**config.mk**
```make
export PLATFORM = sky130hd
export DESIGN_NAME = rx_addr_filter
export DESIGN_NICKNAME = d
export VERILOG_FILES = /design/src/rtl/rxf_pkg.sv /design/src/rtl/rxf_addr_cmp.sv /design/src/rtl/rxf_crc_hash.sv /design/src/rtl/rxf_policy.sv /design/src/rtl/rx_addr_filter.sv
export SDC_FILE = /design/constraint.sdc
export NUM_CORES = 1
export LEC_CHECK = 0
export BUFFER_PORTS_ARGS = -buffer_cell sky130_fd_sc_hd__clkbuf_2
export CORE_ASPECT_RATIO = 0.9
export CORE_MARGIN = 2
export CORE_UTILIZATION = 51
export CTS_BUF_LIST = sky130_fd_sc_hd__clkbuf_8
export CTS_CLUSTER_DIAMETER = 30
export DETAILED_ROUTE_END_ITERATION = 6
export HOLD_SLACK_MARGIN = 0.15
export PLACE_DENSITY = 0.83
export SYNTH_ARGS = -nofsm -noshare
export SYNTH_HDL_FRONTEND = slang
export SYNTH_SLANG_ARGS = --single-unit
export TNS_END_PERCENT = 50
```
**constraint.sdc**
```tcl
create_clock -name clk -period 3.5 [get_ports clk]
set_input_delay 0.35 -clock clk [delete_from_list [all_inputs] [get_ports clk]]
set_output_delay 0.35 -clock clk [all_outputs]
set_load 0.005 [all_outputs]
```
**src/rtl/rxf_pkg.sv**
```systemverilog
package rxf_pkg;

  localparam logic [31:0] CRC_POLY = 32'h04C1_1DB7;
  localparam logic [31:0] CRC_SEED = 32'hFFFF_FFFF;

  // Status byte layout, bit 7 down to bit 0.
  typedef struct packed {
    logic runt;
    logic monitor;
    logic group;
    logic missed;
    logic overrun;
    logic align;
    logic crc;
    logic intact;
  } rx_status_t;

  // One byte through the CRC, least significant bit first.
  function automatic logic [31:0] crc_step_byte(input logic [31:0] c, input logic [7:0] d);
    logic [31:0] r;
    logic        fb;
    r = c;
    for (int i = 0; i < 8; i++) begin
      fb = r[31] ^ d[i];
      r  = {r[30:0], 1'b0};
      if (fb) r = r ^ CRC_POLY;
    end
    return r;
  endfunction

endpackage

```
**src/rtl/rxf_addr_cmp.sv**
```systemverilog
module rxf_addr_cmp #(
  parameter int ADDR_BYTES = 6
) (
  input  logic                    clk,
  input  logic                    rst_n,
  input  logic                    da_valid,
  input  logic [7:0]              da_byte,
  input  logic                    clr,
  input  logic [8*ADDR_BYTES-1:0] sta_addr,
  output logic                    take,
  output logic                    addr_full,
  output logic                    ucast_hit,
  output logic                    is_bcast,
  output logic                    is_mcast
);
  localparam int CNT_W = $clog2(ADDR_BYTES + 1);
  localparam logic [CNT_W-1:0] CNT_FULL = CNT_W'(ADDR_BYTES);

  logic [CNT_W-1:0] cnt_q, cnt_d;
  logic             eq_q, eq_d;
  logic             ones_q, ones_d;
  logic             grp_q, grp_d;
  logic [7:0]       cur_sta;
  logic             en;

  assign take = da_valid && !clr && (cnt_q != CNT_FULL);
  assign en   = take || clr;

  always_comb begin
    cur_sta = 8'h00;
    for (int i = 0; i < ADDR_BYTES; i++) begin
      if (cnt_q == CNT_W'(i)) cur_sta = sta_addr[8*i +: 8];
    end
  end

  always_comb begin
    cnt_d  = cnt_q;
    eq_d   = eq_q;
    ones_d = ones_q;
    grp_d  = grp_q;
    if (clr) begin
      cnt_d  = '0;
      eq_d   = 1'b1;
      ones_d = 1'b1;
      grp_d  = 1'b0;
    end else if (take) begin
      cnt_d  = cnt_q + 1'b1;
      eq_d   = eq_q && (da_byte == cur_sta);
      ones_d = ones_q && (da_byte == 8'hFF);
      if (cnt_q == '0) grp_d = da_byte[0];
    end
  end

  always_ff @(posedge clk or negedge rst_n) begin
    if (!rst_n) begin
      cnt_q  <= '0;
      eq_q   <= 1'b1;
      ones_q <= 1'b1;
      grp_q  <= 1'b0;
    end else if (en) begin
      cnt_q  <= cnt_d;
      eq_q   <= eq_d;
      ones_q <= ones_d;
      grp_q  <= grp_d;
    end
  end

  assign addr_full = (cnt_q == CNT_FULL);
  assign is_bcast  = addr_full && ones_q;
  assign is_mcast  = addr_full && grp_q && !ones_q;
  assign ucast_hit = addr_full && !grp_q && eq_q;


  extra_byte_ignored_chk: assert property (@(posedge clk) disable iff (!rst_n)
    addr_full && da_valid && !clr |=> $stable(eq_q) && $stable(cnt_q) && $stable(ones_q));

endmodule

```
**src/rtl/rxf_crc_hash.sv**
```systemverilog
module rxf_crc_hash #(
  parameter int HASH_BITS = 6
) (
  input  logic                 clk,
  input  logic                 rst_n,
  input  logic                 take,
  input  logic [7:0]           byte_in,
  input  logic                 clr,
  output logic [HASH_BITS-1:0] hash_idx
);
  import rxf_pkg::*;

  logic [31:0] crc_q, crc_d;

  always_comb begin
    crc_d = crc_q;
    if (clr)       crc_d = CRC_SEED;
    else if (take) crc_d = crc_step_byte(crc_q, byte_in);
  end

  always_ff @(posedge clk or negedge rst_n) begin
    if (!rst_n)            crc_q <= CRC_SEED;
    else if (take || clr)  crc_q <= crc_d;
  end

  assign hash_idx = crc_q[31 -: HASH_BITS];


  crc_hold_chk: assert property (@(posedge clk) disable iff (!rst_n)
    !take && !clr |=> $stable(crc_q));

endmodule

```
**src/rtl/rxf_policy.sv**
```systemverilog
module rxf_policy #(
  parameter int LEN_W     = 11,
  parameter int MIN_LEN   = 64,
  parameter int HASH_BITS = 6
) (
  input  logic                    clk,
  input  logic                    rst_n,
  input  logic                    eof_valid,
  input  logic [LEN_W-1:0]        eof_len,
  input  logic                    eof_crc_err,
  input  logic                    eof_align_err,
  input  logic                    eof_overrun,
  input  logic                    eof_no_space,
  input  logic                    cfg_promisc,
  input  logic                    cfg_acc_mcast,
  input  logic                    cfg_acc_bcast,
  input  logic                    cfg_acc_runt,
  input  logic                    cfg_save_err,
  input  logic                    cfg_monitor,
  input  logic                    addr_full,
  input  logic                    ucast_hit,
  input  logic                    is_bcast,
  input  logic                    is_mcast,
  input  logic [HASH_BITS-1:0]    hash_idx,
  input  logic [2**HASH_BITS-1:0] hash_tbl,
  output logic                    res_valid,
  output logic                    res_accept,
  output logic                    res_store,
  output logic [7:0]              res_status
);
  import rxf_pkg::*;

  logic       hash_hit, ucast_frame, addr_ok, runt, any_err;
  logic       acc_d, store_d;
  rx_status_t st_d, st_q;
  logic       valid_q, acc_q, store_q;

  always_comb begin
    hash_hit    = hash_tbl[hash_idx];
    ucast_frame = addr_full && !is_bcast && !is_mcast;
    addr_ok     = ucast_hit
               || (ucast_frame && cfg_promisc)
               || (is_bcast && cfg_acc_bcast)
               || (is_mcast && cfg_acc_mcast && hash_hit);
    runt        = eof_len < LEN_W'(MIN_LEN);
    any_err     = eof_crc_err || eof_align_err || eof_overrun;
    acc_d       = addr_ok && (!runt || cfg_acc_runt) && (!any_err || cfg_save_err);
    store_d     = acc_d && !cfg_monitor && !eof_no_space;
    st_d.intact  = !any_err && !runt;
    st_d.crc     = eof_crc_err;
    st_d.align   = eof_align_err;
    st_d.overrun = eof_overrun;
    st_d.missed  = acc_d && !cfg_monitor && eof_no_space;
    st_d.group   = is_bcast || is_mcast;
    st_d.monitor = cfg_monitor;
    st_d.runt    = runt;
  end

  always_ff @(posedge clk or negedge rst_n) begin
    if (!rst_n) valid_q <= 1'b0;
    else        valid_q <= eof_valid;
  end

  always_ff @(posedge clk or negedge rst_n) begin
    if (!rst_n) begin
      acc_q   <= 1'b0;
      store_q <= 1'b0;
      st_q    <= '0;
    end else if (eof_valid) begin
      acc_q   <= acc_d;
      store_q <= store_d;
      st_q    <= st_d;
    end
  end

  assign res_valid  = valid_q;
  assign res_accept = acc_q;
  assign res_store  = store_q;
  assign res_status = st_q;


  store_implies_accept_chk: assert property (@(posedge clk) disable iff (!rst_n)
    res_valid && res_store |-> res_accept);

  res_follows_eof_chk: assert property (@(posedge clk) disable iff (!rst_n)
    res_valid |-> $past(eof_valid));

  monitor_no_store_chk: assert property (@(posedge clk) disable iff (!rst_n)
    res_valid && res_status[6] |-> !res_store);

  missed_no_store_chk: assert property (@(posedge clk) disable iff (!rst_n)
    res_valid && res_status[4] |-> !res_store && res_accept);

  runt_gate_chk: assert property (@(posedge clk) disable iff (!rst_n)
    res_valid && res_accept && res_status[7] |-> $past(cfg_acc_runt));

  err_gate_chk: assert property (@(posedge clk) disable iff (!rst_n)
    res_valid && res_accept && (res_status[3:1] != 3'b000) |-> $past(cfg_save_err));

endmodule

```
**src/rtl/rx_addr_filter.sv**
```systemverilog
module rx_addr_filter #(
  parameter int ADDR_BYTES = 6,
  parameter int HASH_BITS  = 6,
  parameter int LEN_W      = 11,
  parameter int MIN_LEN    = 64
) (
  input  logic                    clk,
  input  logic                    rst_n,
  input  logic [8*ADDR_BYTES-1:0] sta_addr,
  input  logic [2**HASH_BITS-1:0] hash_tbl,
  input  logic                    cfg_promisc,
  input  logic                    cfg_acc_mcast,
  input  logic                    cfg_acc_bcast,
  input  logic                    cfg_acc_runt,
  input  logic                    cfg_save_err,
  input  logic                    cfg_monitor,
  input  logic                    da_valid,
  input  logic [7:0]              da_byte,
  input  logic                    eof_valid,
  input  logic [LEN_W-1:0]        eof_len,
  input  logic                    eof_crc_err,
  input  logic                    eof_align_err,
  input  logic                    eof_overrun,
  input  logic                    eof_no_space,
  output logic                    res_valid,
  output logic                    res_accept,
  output logic                    res_store,
  output logic [7:0]              res_status
);
  logic                 take, addr_full, ucast_hit, is_bcast, is_mcast;
  logic [HASH_BITS-1:0] hash_idx;

  rxf_addr_cmp #(.ADDR_BYTES(ADDR_BYTES)) u_cmp (
    .clk(clk), .rst_n(rst_n), .da_valid(da_valid), .da_byte(da_byte),
    .clr(eof_valid), .sta_addr(sta_addr), .take(take), .addr_full(addr_full),
    .ucast_hit(ucast_hit), .is_bcast(is_bcast), .is_mcast(is_mcast)
  );

  rxf_crc_hash #(.HASH_BITS(HASH_BITS)) u_hash (
    .clk(clk), .rst_n(rst_n), .take(take), .byte_in(da_byte),
    .clr(eof_valid), .hash_idx(hash_idx)
  );

  rxf_policy #(.LEN_W(LEN_W), .MIN_LEN(MIN_LEN), .HASH_BITS(HASH_BITS)) u_pol (
    .clk(clk), .rst_n(rst_n), .eof_valid(eof_valid), .eof_len(eof_len),
    .eof_crc_err(eof_crc_err), .eof_align_err(eof_align_err),
    .eof_overrun(eof_overrun), .eof_no_space(eof_no_space),
    .cfg_promisc(cfg_promisc), .cfg_acc_mcast(cfg_acc_mcast),
    .cfg_acc_bcast(cfg_acc_bcast), .cfg_acc_runt(cfg_acc_runt),
    .cfg_save_err(cfg_save_err), .cfg_monitor(cfg_monitor),
    .addr_full(addr_full), .ucast_hit(ucast_hit), .is_bcast(is_bcast),
    .is_mcast(is_mcast), .hash_idx(hash_idx), .hash_tbl(hash_tbl),
    .res_valid(res_valid), .res_accept(res_accept), .res_store(res_store),
    .res_status(res_status)
  );

endmodule

```
Word level (Yosys, flattened, before mapping)
Cells that the tools add are included.
{ "totals": {"word_cells": 129, "reg_bits": 49, "output_inout_bits": 11} }
{ "classes": {"n_mux": 41, "reduce_logical": 44, "n_bitwise": 16, "eq_ne": 9, "addsub": 1, "order_cmp": 2} }
{ "ops": {"columns": ["operator", "n"], "rows": [
  ["$mux 32", 16],
  ["$mux 27", 8],
  ["$not 14->14", 8],
  ["$mux 8", 6],
  ["$logic_and 1x1->1", 21],
  ["$lt 11x7->1 const B", 1],
  ["$eq 3x3->1 const B", 3],
  ["$logic_not 1->1", 9],
  ["$logic_or 1x1->1", 9],
  ["$eq 8x8->1", 1],
  ["$eq 8x8->1 const B", 1],
  ["$mux 1", 8],
  ["$xor 1x1->1", 8],
  ["$lt 6x7->1 const B", 1],
  ["$bmux 1 s6", 1],
  ["$eq 3x2->1 const B", 2],
  ["$mux 3", 2],
  ["$reduce_bool 2->1", 2],
  ["$add 3x1->3 const B", 1],
  ["$eq 3x1->1 const B", 1],
  ["$logic_not 3->1", 1],
  ["$ne 3x3->1 const B", 1],
  ["$reduce_and 3->1", 1],
  ["$reduce_and 2->1", 1]
]} }

Logic depth before layout (Yosys ltp)
{ "logic_depth": {"ltp_word": 33, "ltp_mapped": 13, "depth_no_buf": 9} }

By module
A second synthesis with hierarchy kept.
{ "hier_totals": {"hier_cells": 414, "hier_area_um2": 4261.6} }
{ "modules_own_cells": {"columns": ["module", "area_each_um2", "instances", "seq_area_each_um2", "cells_each"], "rows": [
  ["rxf_crc_hash", 2155.8, 1, 840.8, 194],
  ["rxf_policy", 1116.1, 1, 275.3, 91],
  ["rxf_addr_cmp", 989.7, 1, 152.6, 129]
]} }

Worst setup path after synthesis
Ideal clock, no wire load.
{ "synth_path": {"kind": "reg2reg", "start": "register u_cmp.cnt_q[2]", "end": "register u_cmp.eq_q", "arrival_time_ns": 2.629, "path_stages_with_launch": 14, "period_less_slack_ns": 2.702, "setup_slack_ns": 0.798, "cell_sequence": "dfrtp_1 -> clkbuf_1 -> clkbuf_1 -> inv_1 -> ha_1 -> clkbuf_1 -> or2_2 -> clkbuf_1 -> a221o_1 -> a31oi_1 -> xor2_1 -> nor4_1 -> nand2_1 -> a21oi_1"} }
{ "synth_via": {"elab_chain_len": 11} }
{ "synth_rtl": {"columns": ["element", "line_no", "source"], "rows": [
  ["from (decl)", "rxf_addr_cmp.sv:19", "logic [CNT_W-1:0] cnt_q, cnt_d;"],
  ["from (signal assigned)", "rxf_addr_cmp.sv:61", "cnt_q <= cnt_d;"],
  ["$logic_not 3->1", "rxf_addr_cmp.sv:32", "if (cnt_q == CNT_W'(i)) cur_sta = sta_addr[8*i +: 8];"],
  ["$mux 8 (6 in a row)", "rxf_addr_cmp.sv:32", null],
  ["$eq 8x8->1", "rxf_addr_cmp.sv:48", "eq_d = eq_q && (da_byte == cur_sta);"],
  ["$logic_and 1x1->1", "rxf_addr_cmp.sv:48", null],
  ["$mux 1", "rxf_addr_cmp.sv:46", "end else if (take) begin"],
  ["$mux 1", "rxf_addr_cmp.sv:41", "if (clr) begin"],
  ["to (signal assigned)", "rxf_addr_cmp.sv:62", "eq_q <= eq_d;"],
  ["to (decl)", "rxf_addr_cmp.sv:20", "logic eq_q, eq_d;"]
]} }
Several ways; a longest one is shown, not always the timed one. The select of a mux whose other input is x is not followed.
A chain may end at the register's enable or synchronous reset.

Worst setup path after layout
{ "layout_path": {"start": "register u_cmp.cnt_q[0]", "end": "register u_pol.store_q (netlist: u_pol.res_store)"} }
{ "layout_via": {"elab_chain_len": 13} }
{ "layout_rtl": {"columns": ["element", "line_no", "source"], "rows": [
  ["$eq 3x3->1 (*)", "rxf_addr_cmp.sv:68", "assign addr_full = (cnt_q == CNT_FULL);"],
  ["$logic_and 1x1->1 (on tied branches)", "rxf_addr_cmp.sv:69, rxf_addr_cmp.sv:70", null],
  ["$logic_not 1->1 / $logic_and 1x1->1 (equally long branches)", "rxf_policy.sv:40, rxf_addr_cmp.sv:70", null],
  ["$logic_and 1x1->1 / $logic_not 1->1 (equally long branches)", "rxf_policy.sv:40", "ucast_frame = addr_full && !is_bcast && !is_mcast;"],
  ["$logic_and 1x1->1", "rxf_policy.sv:40", null],
  ["$logic_and 1x1->1", "rxf_policy.sv:42", "|| (ucast_frame && cfg_promisc)"],
  ["$logic_or 1x1->1", "rxf_policy.sv:42", null],
  ["$logic_or 1x1->1", "rxf_policy.sv:43", "|| (is_bcast && cfg_acc_bcast)"],
  ["$logic_or 1x1->1 (*)", "rxf_policy.sv:44", "|| (is_mcast && cfg_acc_mcast && hash_hit);"],
  ["$logic_and 1x1->1 (*) (2 in a row)", "rxf_policy.sv:47", "acc_d = addr_ok && (!runt || cfg_acc_runt) && (!any_err || cfg_save_err);"],
  ["$logic_and 1x1->1 (*) (2 in a row)", "rxf_policy.sv:48", "store_d = acc_d && !cfg_monitor && !eof_no_space;"],
  ["to (signal assigned)", "rxf_policy.sv:71", "store_q <= store_d;"],
  ["to (decl)", "rxf_policy.sv:36", "logic valid_q, acc_q, store_q;"]
]} }
Every way passes the cells marked *; elsewhere a longest branch is shown, timed or not.

==> impl_metrics.env <==
export IMPL_status="completed"
export IMPL_layout_commonest_cell="clkbuf_2"
export IMPL_syn_to_final_growth_pct=21.31
export IMPL_clk_pin_slew_ps=90
export IMPL_cts_buffers_inserted=5
export IMPL_final_cell_mix="149 x clkbuf_2, 38 x xnor2_1, 37 x nor2_1"
export IMPL_skew_ps=4.928
export IMPL_synth_compound_area_share_pct=16.09
export IMPL_clock_latency_ps=310
export IMPL_r2r_start="u_cmp.cnt_q[0]"
export IMPL_core_rowCount=30
export IMPL_fillerInstances=619
export IMPL_cts_setup_buffers=0
export IMPL_slew_headroom_pct=34.79
export IMPL_synth_nets=553
export IMPL_die_area_sq_um=8720
export IMPL_synth_area_per_cell_sq_um=10.11
export IMPL_cts_max_path_buffers=2
export IMPL_dp_slack_ps=785.1
export IMPL_place_congestion=0.8377
export IMPL_yosys_warnings=0
export IMPL_synth_edf_count=0
export IMPL_drt_pass1_iterations=5
export IMPL_critPathMaxStageDelay_ps=640
export IMPL_first_iter_violations=222
export IMPL_drc=0
export IMPL_netlist_instances=403
export IMPL_wirelength_microns=10610
export IMPL_wl_per_cell_microns=16.82
export IMPL_rsz0062_at_grt="false"
export IMPL_critPathArrivalTime_ps=2990
export IMPL_ios=156
export IMPL_cts_max_level=2
export IMPL_place_hpwl_microns=8249
export IMPL_tightest_slew_ps=978.1
export IMPL_root_buffer="clkbuf_8"
export IMPL_critPathLaunchType="flop"
export IMPL_leakagePower_uw=0.002260
export IMPL_synth_fa_ha_area_share_pct=1.536
export IMPL_cts_tree="built"
export IMPL_period_minus_slack_ps=2780
export IMPL_n_antenna_cell=0
export IMPL_tns_ps=0
export IMPL_first_global_vias=3514
export IMPL_layout_setup_ws_ps=720.2
export IMPL_ys_flop_type="dfstp_2"
export IMPL_overflow=0
export IMPL_cap_violations=0
export IMPL_post_synth_mux_area_share_pct=11.79
export IMPL_grt_pass1_wl_microns=16860
export IMPL_synth_seq_cells=49
export IMPL_worstPathMaxFanout=19
export IMPL_post_cts_resize_count=0
export IMPL_io_buffers=149
export IMPL_peakVddDrop_mv=0.2929
export IMPL_drtAntennaViolNets=0
export IMPL_crit_type="flop to flop"
export IMPL_via_per_inst=5.724
export IMPL_num_nets_final=684
export IMPL_core_sq_um=7657
export IMPL_cts_num_sinks=49
export IMPL_min_path_type="input pin to async pin"
export IMPL_die_x_microns=98.21
export IMPL_grtUsageTotal_pct=24.42
export IMPL_drv_slew=0
export IMPL_holdBufCountCts=0
export IMPL_critPathSlowestCell="nor4_1"
export IMPL_setup_violations=0
export IMPL_layout_drive_gt1_share_pct=43.55
export IMPL_ys_seq_area_share_pct=31.14
export IMPL_die_y_microns=88.79
export IMPL_synth_cell_types=48
export IMPL_post_route_period_util_pct=79.42
export IMPL_dp_cells=623
export IMPL_startpoint="u_cmp.cnt_q[0]"
export IMPL_yosys_area_share_simple_pct=12.29
export IMPL_p_per_area_nw_per_um2=666.8
export IMPL_required_ps=3710
export IMPL_finalHoldViolCount=0
export IMPL_synth_xor_xnor_area_share_pct=21.53
export IMPL_worstSetupEndpointType="flop"
export IMPL_async_reset_ff_share_pct=100.0
export IMPL_synth_top_family_by_area="XOR/XNOR gates"
export IMPL_max_freq_mhz=359.7
export IMPL_final_cells=631
export IMPL_start_util_pct=53.20
export IMPL_grt_max_degree=53
export IMPL_crit_chain="inv_1, ha_1, nand3_1, nor4_1, nand4_1, o211a_1, o32ai_1"
export IMPL_antenna_found_initial=0
export IMPL_vias=3612
export IMPL_synth_cell_area_sq_um=4074
[power breakdown]
group | internal, uW | switching (uW)
sequential | 795 | 197
combinational | 994 | 913
clock | 209 | 188
total | 2000 | 1300
[worst max-delay path: cells and delay by family, from the launching register on]
family | cells | cell delay [ps]
AOI/OAI and AO/OA | 2 | 570
adders and majority gates | 1 | 580
buffers and inverters | 1 | 100
DFF | 1 | 430
and+or+nand+nor | 3 | 1000
[stage by stage]
stage	area, sq um	power, uW	utilization, %	hold WS (ps)
global placement	4835	2834	63.14	485.1
CTS	4942	3305	64.54	191.7
global route	4942	3524	64.54	231.2
detailed placement	4835	2890	63.14	483.7
floorplan	4074	2540	-	54.41
finish	4942	3295	64.54	179.0
[cells in the mapped netlist, types with 2 or more instances]
cell type  number  area, sq um
o31ai_1         8        60.06
or4_1           2        15.01
mux4_2         13        292.8
nor2_1         37        138.9
dfrtp_1        15        375.4
nor3_1          2        10.01
xnor2_4         5        137.6
a221o_1         8        80.08
a31oi_1         8        50.05
o21ai_0         4        20.02
nor4_1          4        25.02
xnor2_1        38        332.8
xor2_2          4        65.06
nand3b_1       19        142.6
buf_2           5        25.02
xnor2_2         7        113.9
xor2_1         26        227.7
inv_1          19        71.32
ha_1            5        62.56
dfstp_2        34        893.4
clkbuf_1       22        82.58
a211o_1        29        254.0
nand3_1         4        20.02
o21ai_1         4        20.02
a21oi_1        15        75.07
buf_4           2        15.01
nand4_1         4        25.02
nand2_1        22        82.58
mux2_2          6        67.56
o32ai_1         2        17.52
o2111ai_1       2        17.52
mux2i_1        12        120.1
[final cells by class]
cell class	instances	area, sq um	share of cell area [%]
multi-input cells	303	2576	52.13
flip-flops and latches	49	1269	25.67
repair buffers	156	798.3	16.15
well taps	96	120.1	2.430
inverters	19	71.32	1.443
clock buffers	5	68.82	1.392
clock inverters	3	38.79	0.7848
[state kept, by name, summed over array words and instances, names as in the netlist]
| name | cells |
|---|---|
| u_cmp.grp_q | 1 |
| u_cmp.ones_q | 1 |
| u_cmp.cnt_q | 3 |
| u_pol.res_valid | 1 |
| u_hash.crc_q | 32 |
| u_pol.res_status | 8 |
| u_pol.res_store | 1 |
| u_cmp.eq_q | 1 |
| u_pol.res_accept | 1 |
[path summary, 6_finish.rpt]
check	end	slack, ps	cells past startpoint
setup / recovery	u_pol.res_store	720	7
hold / removal	u_pol.res_accept	180	1
setup reg to reg	u_pol.res_store	720	7
hold reg to reg	u_cmp.eq_q	500	2
max in group asynchronous	u_cmp.ones_q	2610	2
min in group clk	u_pol.res_store	260	2
[kinds of logic (layout without fill, tap and decap cells)]
family,count (synthesis),after routing
multiplexers,31,31
AND/OR/NAND/NOR,100,100
AO/OA/AOI/OAI,87,87
XOR/XNOR,80,80
flip-flops,49,49
buffers and inverters,51,183
adder cells (fa/ha/maj),5,5
[metal layers]
layer	global-route usage (%)	routed length (microns)
met1	30.13	4480
met2	44.89	5258
met3	4.186	700
met4	6.725	172
met5	0	0
Power figures use the tool's default switching activity.
